### config.mk
export PLATFORM = sky130hd
export DESIGN_NAME = sdiv_gen
export DESIGN_NICKNAME = d
export VERILOG_FILES = /design/src/rtl/sdiv_pkg.sv /design/src/rtl/sdiv_cfg.sv /design/src/rtl/sdiv_core.sv /design/src/rtl/sdiv_wave.sv /design/src/rtl/sdiv_gen.sv
export SDC_FILE = /design/constraint.sdc
export NUM_CORES = 1
export LEC_CHECK = 0
export BUFFER_PORTS_ARGS = -buffer_cell sky130_fd_sc_hd__buf_2
export CAP_MARGIN = 10
export CORE_MARGIN = 1.5
export CORE_UTILIZATION = 50
export CTS_BUF_LIST = sky130_fd_sc_hd__clkbuf_4 sky130_fd_sc_hd__clkbuf_8
export CTS_CLUSTER_DIAMETER = 200
export DETAILED_ROUTE_END_ITERATION = 10
export PLACE_DENSITY = 0.65
export RECOVER_POWER = 50
export SYNTH_ARGS = -nofsm -noshare
export SYNTH_HDL_FRONTEND = slang
export SYNTH_SLANG_ARGS = --single-unit
### constraint.sdc
create_clock -name clk -period 3.8 [get_ports clk]
set_input_delay 0.19 -clock clk [delete_from_list [all_inputs] [get_ports clk]]
set_output_delay 0.19 -clock clk [all_outputs]
set_load 0.005 [all_outputs]
### src/rtl/sdiv_pkg.sv
package sdiv_pkg;

    // Run state of the period counter
    typedef enum logic {
        PH_IDLE = 1'b0,
        PH_RUN  = 1'b1
    } phase_e;

endpackage

### src/rtl/sdiv_cfg.sv
module sdiv_cfg #(
    parameter int FIELD_W = 8
) (
    input  logic               clk,
    input  logic               rst,
    input  logic               we,
    input  logic [FIELD_W-1:0] div_in,
    input  logic [FIELD_W-1:0] hi_in,
    output logic [FIELD_W-1:0] div_o,
    output logic [FIELD_W-1:0] hi_o,
    output logic               en_o
);

    typedef struct packed {
        logic [FIELD_W-1:0] dv;
        logic [FIELD_W-1:0] hv;
    } cfg_s;

    cfg_s cfg_d, cfg_q;

    always_comb begin
        cfg_d = cfg_q;
        if (we) begin
            cfg_d.dv = div_in;
            cfg_d.hv = hi_in;
        end
    end

    always_ff @(posedge clk) begin
        if (rst) cfg_q <= '0;
        else     cfg_q <= cfg_d;
    end

    assign div_o = cfg_q.dv;
    assign hi_o  = cfg_q.hv;
    assign en_o  = (cfg_q.dv != '0);

    AST_RESET_CLEAR: assert property (@(posedge clk)
        rst |=> (cfg_q == '0) && !en_o);

    AST_NO_WRITE_HOLD: assert property (@(posedge clk) disable iff (rst)
        !we |=> $stable(cfg_q));

endmodule

### src/rtl/sdiv_core.sv
module sdiv_core
    import sdiv_pkg::*;
#(
    parameter int FIELD_W = 8
) (
    input  logic               clk,
    input  logic               rst,
    input  logic [FIELD_W-1:0] div_f,
    input  logic [FIELD_W-1:0] hi_f,
    output logic               run_o,
    output logic [FIELD_W-1:0] cnt_o,
    output logic [FIELD_W-1:0] hv_o
);

    localparam logic [FIELD_W-1:0] ONE = FIELD_W'(1);

    typedef struct packed {
        phase_e             ph;
        logic [FIELD_W-1:0] cnt;
        logic [FIELD_W-1:0] dv;
        logic [FIELD_W-1:0] hv;
    } core_s;

    core_s core_d, core_q;
    logic  last_cnt;
    logic  adopt;

    always_comb begin
        core_d   = core_q;
        last_cnt = (core_q.ph == PH_RUN) && (core_q.cnt == core_q.dv);
        adopt    = (core_q.ph == PH_IDLE) || last_cnt;
        if (adopt) begin
            core_d.cnt = '0;
            if (div_f != '0) begin
                core_d.ph = PH_RUN;
                core_d.dv = div_f;
                core_d.hv = (hi_f > div_f) ? (div_f - ONE) : hi_f;
            end else begin
                core_d.ph = PH_IDLE;
            end
        end else begin
            core_d.cnt = core_q.cnt + ONE;
        end
    end

    always_ff @(posedge clk) begin
        if (rst) begin
            core_q.ph  <= PH_IDLE;
            core_q.cnt <= '0;
            core_q.dv  <= '0;
            core_q.hv  <= '0;
        end else begin
            core_q <= core_d;
        end
    end

    assign run_o = (core_q.ph == PH_RUN);
    assign cnt_o = core_q.cnt;
    assign hv_o  = core_q.hv;

    AST_CNT_BOUND: assert property (@(posedge clk) disable iff (rst)
        run_o |-> (core_q.cnt <= core_q.dv) && (core_q.dv != '0));

    AST_HI_CLAMP: assert property (@(posedge clk) disable iff (rst)
        run_o |-> (core_q.hv <= core_q.dv));

    AST_HOLD_SETTINGS: assert property (@(posedge clk) disable iff (rst)
        (run_o && (core_q.cnt != core_q.dv)) |=>
            $stable(core_q.dv) && $stable(core_q.hv) && run_o);

    AST_FRESH_START: assert property (@(posedge clk) disable iff (rst)
        $rose(run_o) |-> (core_q.cnt == '0));

endmodule

### src/rtl/sdiv_wave.sv
module sdiv_wave #(
    parameter int FIELD_W = 8
) (
    input  logic               clk,
    input  logic               rst,
    input  logic               run_i,
    input  logic [FIELD_W-1:0] cnt_i,
    input  logic [FIELD_W-1:0] hv_i,
    output logic               wave_o
);

    typedef struct packed {
        logic lvl;
    } wave_s;

    wave_s wave_d, wave_q;

    always_comb begin
        wave_d.lvl = run_i && (cnt_i <= hv_i);
    end

    always_ff @(posedge clk) begin
        if (rst) wave_q <= '0;
        else     wave_q <= wave_d;
    end

    assign wave_o = wave_q.lvl;

    AST_GATED_LOW: assert property (@(posedge clk) disable iff (rst)
        !run_i |=> !wave_o);

    AST_HIGH_AT_START: assert property (@(posedge clk) disable iff (rst)
        (run_i && (cnt_i == '0)) |=> wave_o);

endmodule

### src/rtl/sdiv_gen.sv
module sdiv_gen #(
    parameter int FIELD_W = 8
) (
    input  logic               clk,
    input  logic               rst,
    input  logic               cfg_we,
    input  logic [FIELD_W-1:0] cfg_div,
    input  logic [FIELD_W-1:0] cfg_high,
    output logic               div_enabled,
    output logic               div_clk
);

    logic [FIELD_W-1:0] fld_div;
    logic [FIELD_W-1:0] fld_hi;
    logic               run_w;
    logic [FIELD_W-1:0] cnt_w;
    logic [FIELD_W-1:0] hv_w;

    sdiv_cfg #(.FIELD_W(FIELD_W)) u_cfg (
        .clk    (clk),
        .rst    (rst),
        .we     (cfg_we),
        .div_in (cfg_div),
        .hi_in  (cfg_high),
        .div_o  (fld_div),
        .hi_o   (fld_hi),
        .en_o   (div_enabled)
    );

    sdiv_core #(.FIELD_W(FIELD_W)) u_core (
        .clk   (clk),
        .rst   (rst),
        .div_f (fld_div),
        .hi_f  (fld_hi),
        .run_o (run_w),
        .cnt_o (cnt_w),
        .hv_o  (hv_w)
    );

    sdiv_wave #(.FIELD_W(FIELD_W)) u_wave (
        .clk    (clk),
        .rst    (rst),
        .run_i  (run_w),
        .cnt_i  (cnt_w),
        .hv_i   (hv_w),
        .wave_o (div_clk)
    );

    AST_STATUS_MATCH: assert property (@(posedge clk) disable iff (rst)
        (cfg_we && (cfg_div != '0)) |=> div_enabled);

endmodule

==> results.md, run 1 <==
- Status: finished clean
- DRT Wirelength: 4.18 mm
- Die area: 4830 µm²
- Setup bufs post-CTS: 0
- Clock Pin Slew Worst Setup and Hold Paths: 80 ps
- Met3 Resource Use GR: 3.49%
- Post-Syn Nets: 274
- Met1 GRT Util: 27.8%
- Mapped Area: 2210 µm²
- Skew-Pair Late Insertion Delay: 290 ps
- Hold Violations, Final: 0
- Routed len/inst: 13.7 µm
- Core area: 4120 µm²
- Cells after Synth: 236
- P per Cell Area: 439 nW/µm²
- Critical path type: reg2reg
- Nets: 293
- DPL Wire Length: 3.04 mm
- Initial antenna violation count: 0
- Detailed Routing Iterations Pass 1: 4
- Max Root-Sink Buffers: 2
- GRT Max-Usage Layer: met1
- TritonCTS Buffers: 5
- Row cnt: 23
- Vias in the first global route: 1,486
- Worst slew margin: 25.8%
- # diodes: 0
- Crit-path max FO: 8
- Endpoint type of the worst setup path: flop
- Final setup skew: 8.85 ps
- Synth-to-Final Area Change: 9.34%
- DR DRC count: 0
- Synth top area cells: dfxtp_1, mux2i_1, ha_1
- I/O Buffers: 20
- Synth area leader: dfxtp_1
- Vias: 1,536
- Register area: 841 µm²
- Finished Layout Cells: 305
- RePlAce Congestion: 0.801
- # clock sinks: 42
- Post_cts resized: 0
- Syn_area_per_cell: 9.37 µm²
- Worst hold-check path type: in2reg
- Global Route met2 Usage: 27.1%
- Most frequent cell after synthesis: dfxtp_1
- Leakage: 1.15 nW
- Drt via density: 5.04
- RSZ-0062 raised after global routing: false
- Post-layout util: 58.7%
- CTS root buffer: clkbuf_8
- Fmax: 439 MHz
- Most used DFF post-synth: dfxtp_1
- Maximum number of pins on one net before global-route repair: 36
- Setup violators final: 0
- Placed Instances: 298
- Share of cells above drive strength 1: 12.5%
- Initial drt markers: 67
- CP Data Arrival Time: 2430 ps
- Post-layout min period: 2280 ps
- Setup crit start kind: flop
- Die X: 69.5 µm
- Total grt overflow: 0
- Total power: 1.06 mW
- GRT Overall Usage: 18.7%
- Number of hold buffers added after cts: 0
- Number of synthesized flops with an enable pin: 0
- Yosys cell types: 29
- Setup TNS: 0 ps
- WP data required: 3950 ps
- Worst-margin pin slew: 1110 ps
- Worst vdd ir: 225 µV
- H-tree Lvls: 2
- Seq/Total Area, Yosys: 38.0%
- Async SR Flop Fraction: 0%
- Synth Register Bits: 42
- Global-route wire length before repair: 7.22 mm
- Multi-input logic area: 1250 µm²
- CTS tree: done
- Final Max Tran Viols: 0
- Yosys top cell area share: 38.0%
- Die H: 69.5 µm
- YS warnings: 0
- Fin crit share: 59.9%
- Starting Density: 53.7%
- Synth cell count leaders: dfxtp_1, nor2_1, mux2i_1
- Post-route ant nets: 0
- IO Pins: 21
- Max cap viols: 0
- Fillers: 370
power breakdown:
| part | switching, mW | internal (mW) | total (mW) |
|---|---|---|---|
| clock network | 0.145 | 0.141 | 0.286 |
| logic | 0.140 | 0.126 | 0.266 |
| registers | 0.0316 | 0.479 | 0.510 |
kinds of logic (layout without fill, tap and decap cells):
kind of cell             after synthesis  in the layout  share of synthesized area [%]
AND/OR/NAND/NOR                       70             70                           16.6
flip-flops                            42             42                           38.0
multiplexers                          32             32                           14.5
buffers and inverters                 29             48                           5.32
AO/OA/AOI/OAI                         24             24                           6.90
XOR/XNOR                              20             20                           7.92
adder cells (fa/ha/maj)               19             19                           10.8
layer usage:
layer	wire length, µm	vias up	share of wire [%]
met2	1730	25	41
met1	2270	671	54
met5	0	-	0
met3	151	4	3.6
li1	-	836	-
met4	41	0	0.98
placed cells by master, fill, tap and decap left out, drive strengths merged, types with 3 or more instances in the layout:
master and n:
o21ai 5, nor2 33, a21oi 8, ha 19, mux2i 32, nor4 3
buf 19, nand4 4, nand3 5, xnor2 7, dfxtp 42, inv 21
o22ai 8, nand2b 13, xor2 13, clkbuf 8
sequential cells by signal (all words and copies together), names as in the netlist:
register       cells
u_core.hv_o        8
u_core.run_o       1
u_core.core_q      8
u_core.cnt_o       8
u_cfg.hi_o         8
u_cfg.div_o        8
u_wave.wave_o      1
area by class of cell:
| class | count | area share [%] |
|---|---|---|
| Clock buffer | 7 | 3.47 |
| Tap cell | 50 | 2.59 |
| Inverter | 21 | 3.26 |
| Timing Repair Buffer | 20 | 4.09 |
| Multi-Input combinational cell | 165 | 51.8 |
| Sequential cell | 42 | 34.8 |
per-stage QoR:
stage	setup slack [ps]	area [µm²]	hold WS (ps)
floorplan	1900	2210	337
global placement	1570	2330	421
detailed placement	1570	2330	433
CTS	1540	2420	132
global route	1380	2420	148
finish	1520	2420	134
final timing paths:
kind                                from  slack, ps                           to  cells after the start
max          u_cfg.div_o[1]$_SDFFE_PP0P_       1520  u_core.hv_o[7]$_SDFFE_PP0P_                      8
min reg2reg  u_core.hv_o[3]$_SDFFE_PP0P_        490  u_core.hv_o[3]$_SDFFE_PP0P_                      2
max reg2reg  u_cfg.div_o[1]$_SDFFE_PP0P_       1520  u_core.hv_o[7]$_SDFFE_PP0P_                      8
min                          cfg_high[0]        130   u_cfg.hi_o[0]$_SDFFE_PP0P_                      3
worst max-delay path, cell delays in order (launching register included):
cell	delay, ps
dfxtp_1	440
inv_1	130
ha_1	330
nor2b_1	140
o211ai_1	160
a21oi_1	100
o21ai_2	440
mux2i_1	300
o22ai_1	100
Note: power is estimated with default switching activity, not from simulation.
==> run 2, diff against run 1 <==
--- a/config.mk
+++ b/config.mk
@@ -12,7 +12,7 @@
 export CTS_BUF_LIST = sky130_fd_sc_hd__clkbuf_4 sky130_fd_sc_hd__clkbuf_8
 export CTS_CLUSTER_DIAMETER = 200
 export DETAILED_ROUTE_END_ITERATION = 10
-export PLACE_DENSITY = 0.65
+export PLACE_DENSITY = 0.68
 export RECOVER_POWER = 50
 export SYNTH_ARGS = -nofsm -noshare
 export SYNTH_HDL_FRONTEND = slang
==> constraint.sdc (replaced) <==
create_clock -name clk -period 1.9 [get_ports clk]
set_input_delay 0.095 -clock clk [delete_from_list [all_inputs] [get_ports clk]]
set_output_delay 0.095 -clock clk [all_outputs]
set_load 0.005 [all_outputs]
==> results.md, run 2 (synthesis gave the netlist of run 1 again) <==
- Status: finished with violations
- Failing checks: negative setup slack
- Finished Layout Cells: 333
- Synth-to-Final Area Change: 24.4%
- Hold Violations, Final: 0
- # diodes: 0
- TritonCTS Buffers: 5
- Die X: 69.5 µm
- DR DRC count: 0
- Core area: 4120 µm²
- Global-route wire length before repair: 8.20 mm
- Vias in the first global route: 1,718
- Clock Pin Slew Worst Setup and Hold Paths: 80 ps
- Post-route worst setup slack: -12.0 ps
- H-tree Lvls: 2
- Leakage: 1.32 nW
- Worst vdd ir: 564 µV
- Commonest non-fill, non-tap cell in the layout: dfxtp_1
- I/O Buffers: 20
- Register share of total power: 41.9%
- Crit path depth: 6
- Critical Path Slowest Stage Cell: or3_4
- CP max stage delay: 380 ps
- Placed cell area: 2500 µm²
- WP buf/inv: 3
- Crit-path max FO: 4
- Fillers: 341
- CTS root buffer: clkbuf_8
- P per Cell Area: 877 nW/µm²
- Total power: 2.41 mW
- CP Data Arrival Time: 1820 ps
- Total grt overflow: 0
- Critical path's top delay family: simple AND/OR/NAND/NOR gates
- Comb pwr share: 28.9%
- Skew-Pair Late Insertion Delay: 300 ps
- Worst slew margin: 69.1%
- R2R Path End: u_core.hv_o[7]$_SDFFE_PP0P_
- R2R Setup Slk: 20 ps
- Endpoint type of the worst setup path: output pin
- Row cnt: 23
- Clock share of power: 29.2%
- Share of cells above drive strength 1: 26.5%
- Max cap viols: 0
- CTS tree: done
- Final Cell Area: 2750 µm²
- # clock sinks: 42
- Detailed Routing Iterations Pass 1: 4
- Post-layout util: 66.9%
- Max Root-Sink Buffers: 2
- Final setup skew: 7.39 ps
- Setup violators final: 1
- IO Pins: 21
- Critical-path cell list: or3_4, nand2b_4, nor4b_4, buf_4, inv_2, buf_2
- Psw: 710 µW
- Maximum number of pins on one net before global-route repair: 20
- RePlAce Congestion: 0.874
- Fin crit share: 101%
- Worst hold-check path type: in2reg
- Pre-CTS WS: 9.34 ps
- Starting Density: 53.7%
- Final Max Tran Viols: 0
- Sw Ratio: 29.4%
- Fmax: 523 MHz
- Critical path endpoint: div_enabled
- GRT Overall Usage: 21.4%
- WP data required: 1800 ps
- Setup crit start: u_cfg.div_o[3]$_SDFFE_PP0P_
- Pint: 1.70 mW
- DRT Wirelength: 4.92 mm
- Die H: 69.5 µm
- Nets: 320
- Initial antenna violation count: 0
- Vias: 1,725
- Most frequent cells in the layout: dfxtp_1, nor2_1, mux2i_1
- Worst-margin pin slew: 464 ps
- FF-to-FF Start: u_cfg.hi_o[1]$_SDFFE_PP0P_
- Worst R2R Path Depth: 8
- Critical path type: reg2out
- Drt via density: 5.18
- Setup crit start kind: flop
- Die area: 4830 µm²
- Post-layout min period: 1910 ps
- Routed len/inst: 14.8 µm
- Post-route ant nets: 0
- Initial drt markers: 86
- Placed Instances: 317
- RSZ-0062 raised after global routing: true
- DPL Wire Length: 3.49 mm
## run 2: changes by cell type in the layout (fill, tap and decap cells not counted), moves of 4 or more
cell | before | now
ha_4 | 0 | 4
dfxtp_1 | 42 | 38
buf_4 | 0 | 24
ha_1 | 19 | 15
## run 2: worst min-delay path: stages
cell and delay, ps:
buf_2 80, mux2i_1 60, nor2_1 70
## run 2: per-layer routing
metal | global-route usage [%] | share of wire [%]
met1 | 29.0 | 50
met2 | 33.2 | 45
met3 | 5.81 | 3.5
met4 | 6.32 | 1.7
met5 | 0 | 0
## run 2: timing repair
| item | CTS | global route |
|---|---|---|
| endpoints found under the setup margin | 2 | 10 |
| pin swaps | 3 | 7 |
| resized for setup | 5 | 15 |
| setup buffers | 8 | 0 |
| hold buffers | 0 | 0 |
## run 2: layout make-up
type                            count  area (µm²)  share of cell area [%]
Tap cell                           50        62.6                    2.27
Timing Repair Buffer               47         323                    11.7
Inverter                           21        78.8                    2.86
Clock buffer                        5        68.8                    2.50
Multi-Input combinational cell    165        1330                    48.2
Sequential cell                    42         851                    30.9
Clock inverter                      3        40.0                    1.46
## run 2: per-stage QoR
stage / hold WS [ps] / setup TNS, ps
2_1_floorplan: 242 / 0
3_3_place_gp: 329 / 0
3_5_place_dp: 340 / 0
4_1_cts: 24.3 / -42.1
5_1_grt: 19.8 / -446
6_report: 22.7 / -12.0
## run 2: how the worst min path moves through the flow
stage / start / endpoint / slack [ps] / cells after the start
2_1_floorplan: cfg_div[7] / u_cfg.div_o[7]$_SDFFE_PP0P_ / 240 / 2
3_3_place_gp: cfg_div[0] / u_cfg.div_o[0]$_SDFFE_PP0P_ / 330 / 3
3_5_place_dp: cfg_div[5] / u_cfg.div_o[5]$_SDFFE_PP0P_ / 340 / 3
4_1_cts: cfg_div[5] / u_cfg.div_o[5]$_SDFFE_PP0P_ / 20 / 3
5_1_grt: cfg_high[2] / u_cfg.hi_o[2]$_SDFFE_PP0P_ / 20 / 3
6_report: cfg_div[5] / u_cfg.div_o[5]$_SDFFE_PP0P_ / 20 / 3
## run 2: power groups by stage
stage          logic [mW]  registers (mW)  clock network (mW)
2_1_floorplan       0.452            1.02                   0
5_1_grt             0.764            1.02               0.755
3_5_place_dp        0.614            1.03                   0
3_3_place_gp        0.603            1.03                   0
6_report            0.698            1.01               0.705
4_1_cts             0.659            1.01               0.708
==> run 3, diff against run 2 <==
--- a/config.mk
+++ b/config.mk
@@ -8,12 +8,13 @@
 export BUFFER_PORTS_ARGS = -buffer_cell sky130_fd_sc_hd__buf_2
 export CAP_MARGIN = 10
 export CORE_MARGIN = 1.5
-export CORE_UTILIZATION = 50
+export CORE_UTILIZATION = 42
 export CTS_BUF_LIST = sky130_fd_sc_hd__clkbuf_4 sky130_fd_sc_hd__clkbuf_8
 export CTS_CLUSTER_DIAMETER = 200
 export DETAILED_ROUTE_END_ITERATION = 10
-export PLACE_DENSITY = 0.68
+export PLACE_DENSITY = 0.58
 export RECOVER_POWER = 50
+export SLEW_MARGIN = 15
 export SYNTH_ARGS = -nofsm -noshare
 export SYNTH_HDL_FRONTEND = slang
 export SYNTH_SLANG_ARGS = --single-unit
==> results.md, run 3 (synthesis gave the netlist of run 1 again) <==
- Status: finished clean
- Total grt overflow: 0
- DRT Wirelength: 4.77 mm
- Vias: 1,687
- Most frequent cells in the layout: dfxtp_1, nor2_1, mux2i_1
- Post-layout min period: 1840 ps
- Setup TNS: 0 ps
- Initial drt markers: 52
- Post-route ant nets: 0
- Vias in the first global route: 1,625
- # clock sinks: 42
- Share of cells above drive strength 1: 28.3%
- Die area: 5710 µm²
- Cell count of the worst hold path: 3
- CTS root buffer: clkbuf_8
- DR DRC count: 0
- Fillers: 475
- Die H: 75.6 µm
- Global-route wire length before repair: 7.91 mm
- Nets: 320
- Die X: 75.6 µm
- FF-to-FF Start: u_cfg.div_o[2]$_SDFFE_PP0P_
- GRT Overall Usage: 18.8%
- WP data required: 1800 ps
- Crit-path max FO: 4
- Worst R2R Path Depth: 8
- Detailed Routing Iterations Pass 1: 4
- Setup crit start kind: flop
- Number of hold buffers added after cts: 0
- Max Root-Sink Buffers: 2
- Row cnt: 26
- Endpoint type of the worst setup path: output pin
- RSZ-0062 raised after global routing: true
- TritonCTS Buffers: 5
- CTS tree: done
- # diodes: 0
- IO Pins: 21
- Placed cell area: 2540 µm²
- Clock Pin Slew Worst Setup and Hold Paths: 90 ps
- R2R Path End: u_core.core_q[11]$_SDFFE_PP0P_
- Final Cell Area: 2810 µm²
- H-tree Lvls: 2
- Post-layout util: 55.4%
- Leakage: 1.32 nW
- RePlAce Congestion: 0.768
- Hold Path Sink: u_cfg.div_o[2]$_SDFFE_PP0P_
- Routed len/inst: 13.5 µm
- Worst-margin pin slew: 495 ps
- Pre-CTS WS: -3.18 ps
- I/O Buffers: 20
- Fin crit share: 96.7%
- Post-route worst setup slack: 62.2 ps
- CP Data Arrival Time: 1740 ps
- Worst vdd ir: 603 µV
- Hold Violations, Final: 0
- Initial antenna violation count: 0
- Setup violators final: 0
- Critical path type: reg2out
- Skew-Pair Late Insertion Delay: 300 ps
- Final Max Tran Viols: 0
- DPL Wire Length: 3.60 mm
- Synth-to-Final Area Change: 27.2%
- Commonest non-fill, non-tap cell in the layout: dfxtp_1
- Fmax: 544 MHz
- P per Cell Area: 918 nW/µm²
- Setup crit start: u_cfg.div_o[2]$_SDFFE_PP0P_
- Placed Instances: 339
- HP Start: cfg_div[2]
- Maximum number of pins on one net before global-route repair: 20
- Finished Layout Cells: 353
- Starting Density: 43.6%
- Core area: 5070 µm²
- Drt via density: 4.78
- Final setup skew: 5.24 ps
- Worst slew margin: 67.0%
- Worst hold-check path type: in2reg
- R2R Setup Slk: 100 ps
- Max cap viols: 0
## run 3: cell types whose count changed in the layout (fill, tap and decap cells not counted), moves of 3 or more
cell	change
a21oi_2	+3
a21oi_1	-3
mux2i_2	+3
dfxtp_2	+4
mux2i_1	-3
## run 3: cell type report
class	instances	area, µm²	share of cell area, %
Clock buffer	5	68.8	2.45
Tap cell	70	87.6	3.11
Clock inverter	3	68.8	2.45
Multi-Input combinational cell	165	1340	47.6
Timing Repair Buffer	47	323	11.5
Inverter	21	78.8	2.80
Sequential cell	42	848	30.2
## run 3: routing by layer
metal	wire, µm	up-vias	global-route usage (%)	part of all wire (%)
li1	-	887	-	-
met1	2360	772	25.6	49
met2	2240	23	29.9	47
met3	134	5	4.10	2.8
met4	42	0	5.36	0.88
met5	0	-	0	0
## run 3: critical path, stage by stage (launching register included)
cell and delay [ps]:
dfxtp_2 350, or3_4 390, nand2b_4 170, nor4b_4 230, buf_4 160, inv_1 30
buf_2 110
## run 3: how the worst max path moves through the flow
stage	endpoint	slack (ps)	cells after the start
after floorplan	u_core.hv_o[1]$_SDFFE_PP0P_	80	8
after global placement	u_core.hv_o[1]$_SDFFE_PP0P_	20	6
after global routing	div_enabled	-30	6
after CTS	u_core.hv_o[1]$_SDFFE_PP0P_	10	7
final	div_enabled	60	6
after detailed placement	u_core.hv_o[3]$_SDFFE_PP0P_	-3	7
## run 3: what timing repair did
| item | 4_1_cts | 5_1_grt |
|---|---|---|
| gates resized for setup | 0 | 23 |
| endpoints found under the setup margin | 4 | 14 |
| pin swaps | 2 | 7 |
| endpoints found under the hold margin | 0 | 0 |
| setup buffers | 3 | 3 |
## run 3: power breakdown
part           total, mW  internal [mW]  switching [mW]
sequential          1.01          0.958          0.0529
combinational      0.714          0.380           0.334
clock              0.856          0.527           0.329
## run 3: per-stage QoR
| step | total power [mW] | hold WS [ps] |
|---|---|---|
| finish | 2.58 | 22.6 |
| detailed placement | 1.65 | 336 |
| floorplan | 1.47 | 242 |
| global placement | 1.65 | 329 |
| CTS | 2.53 | 18.0 |
| global route | 2.73 | 41.5 |
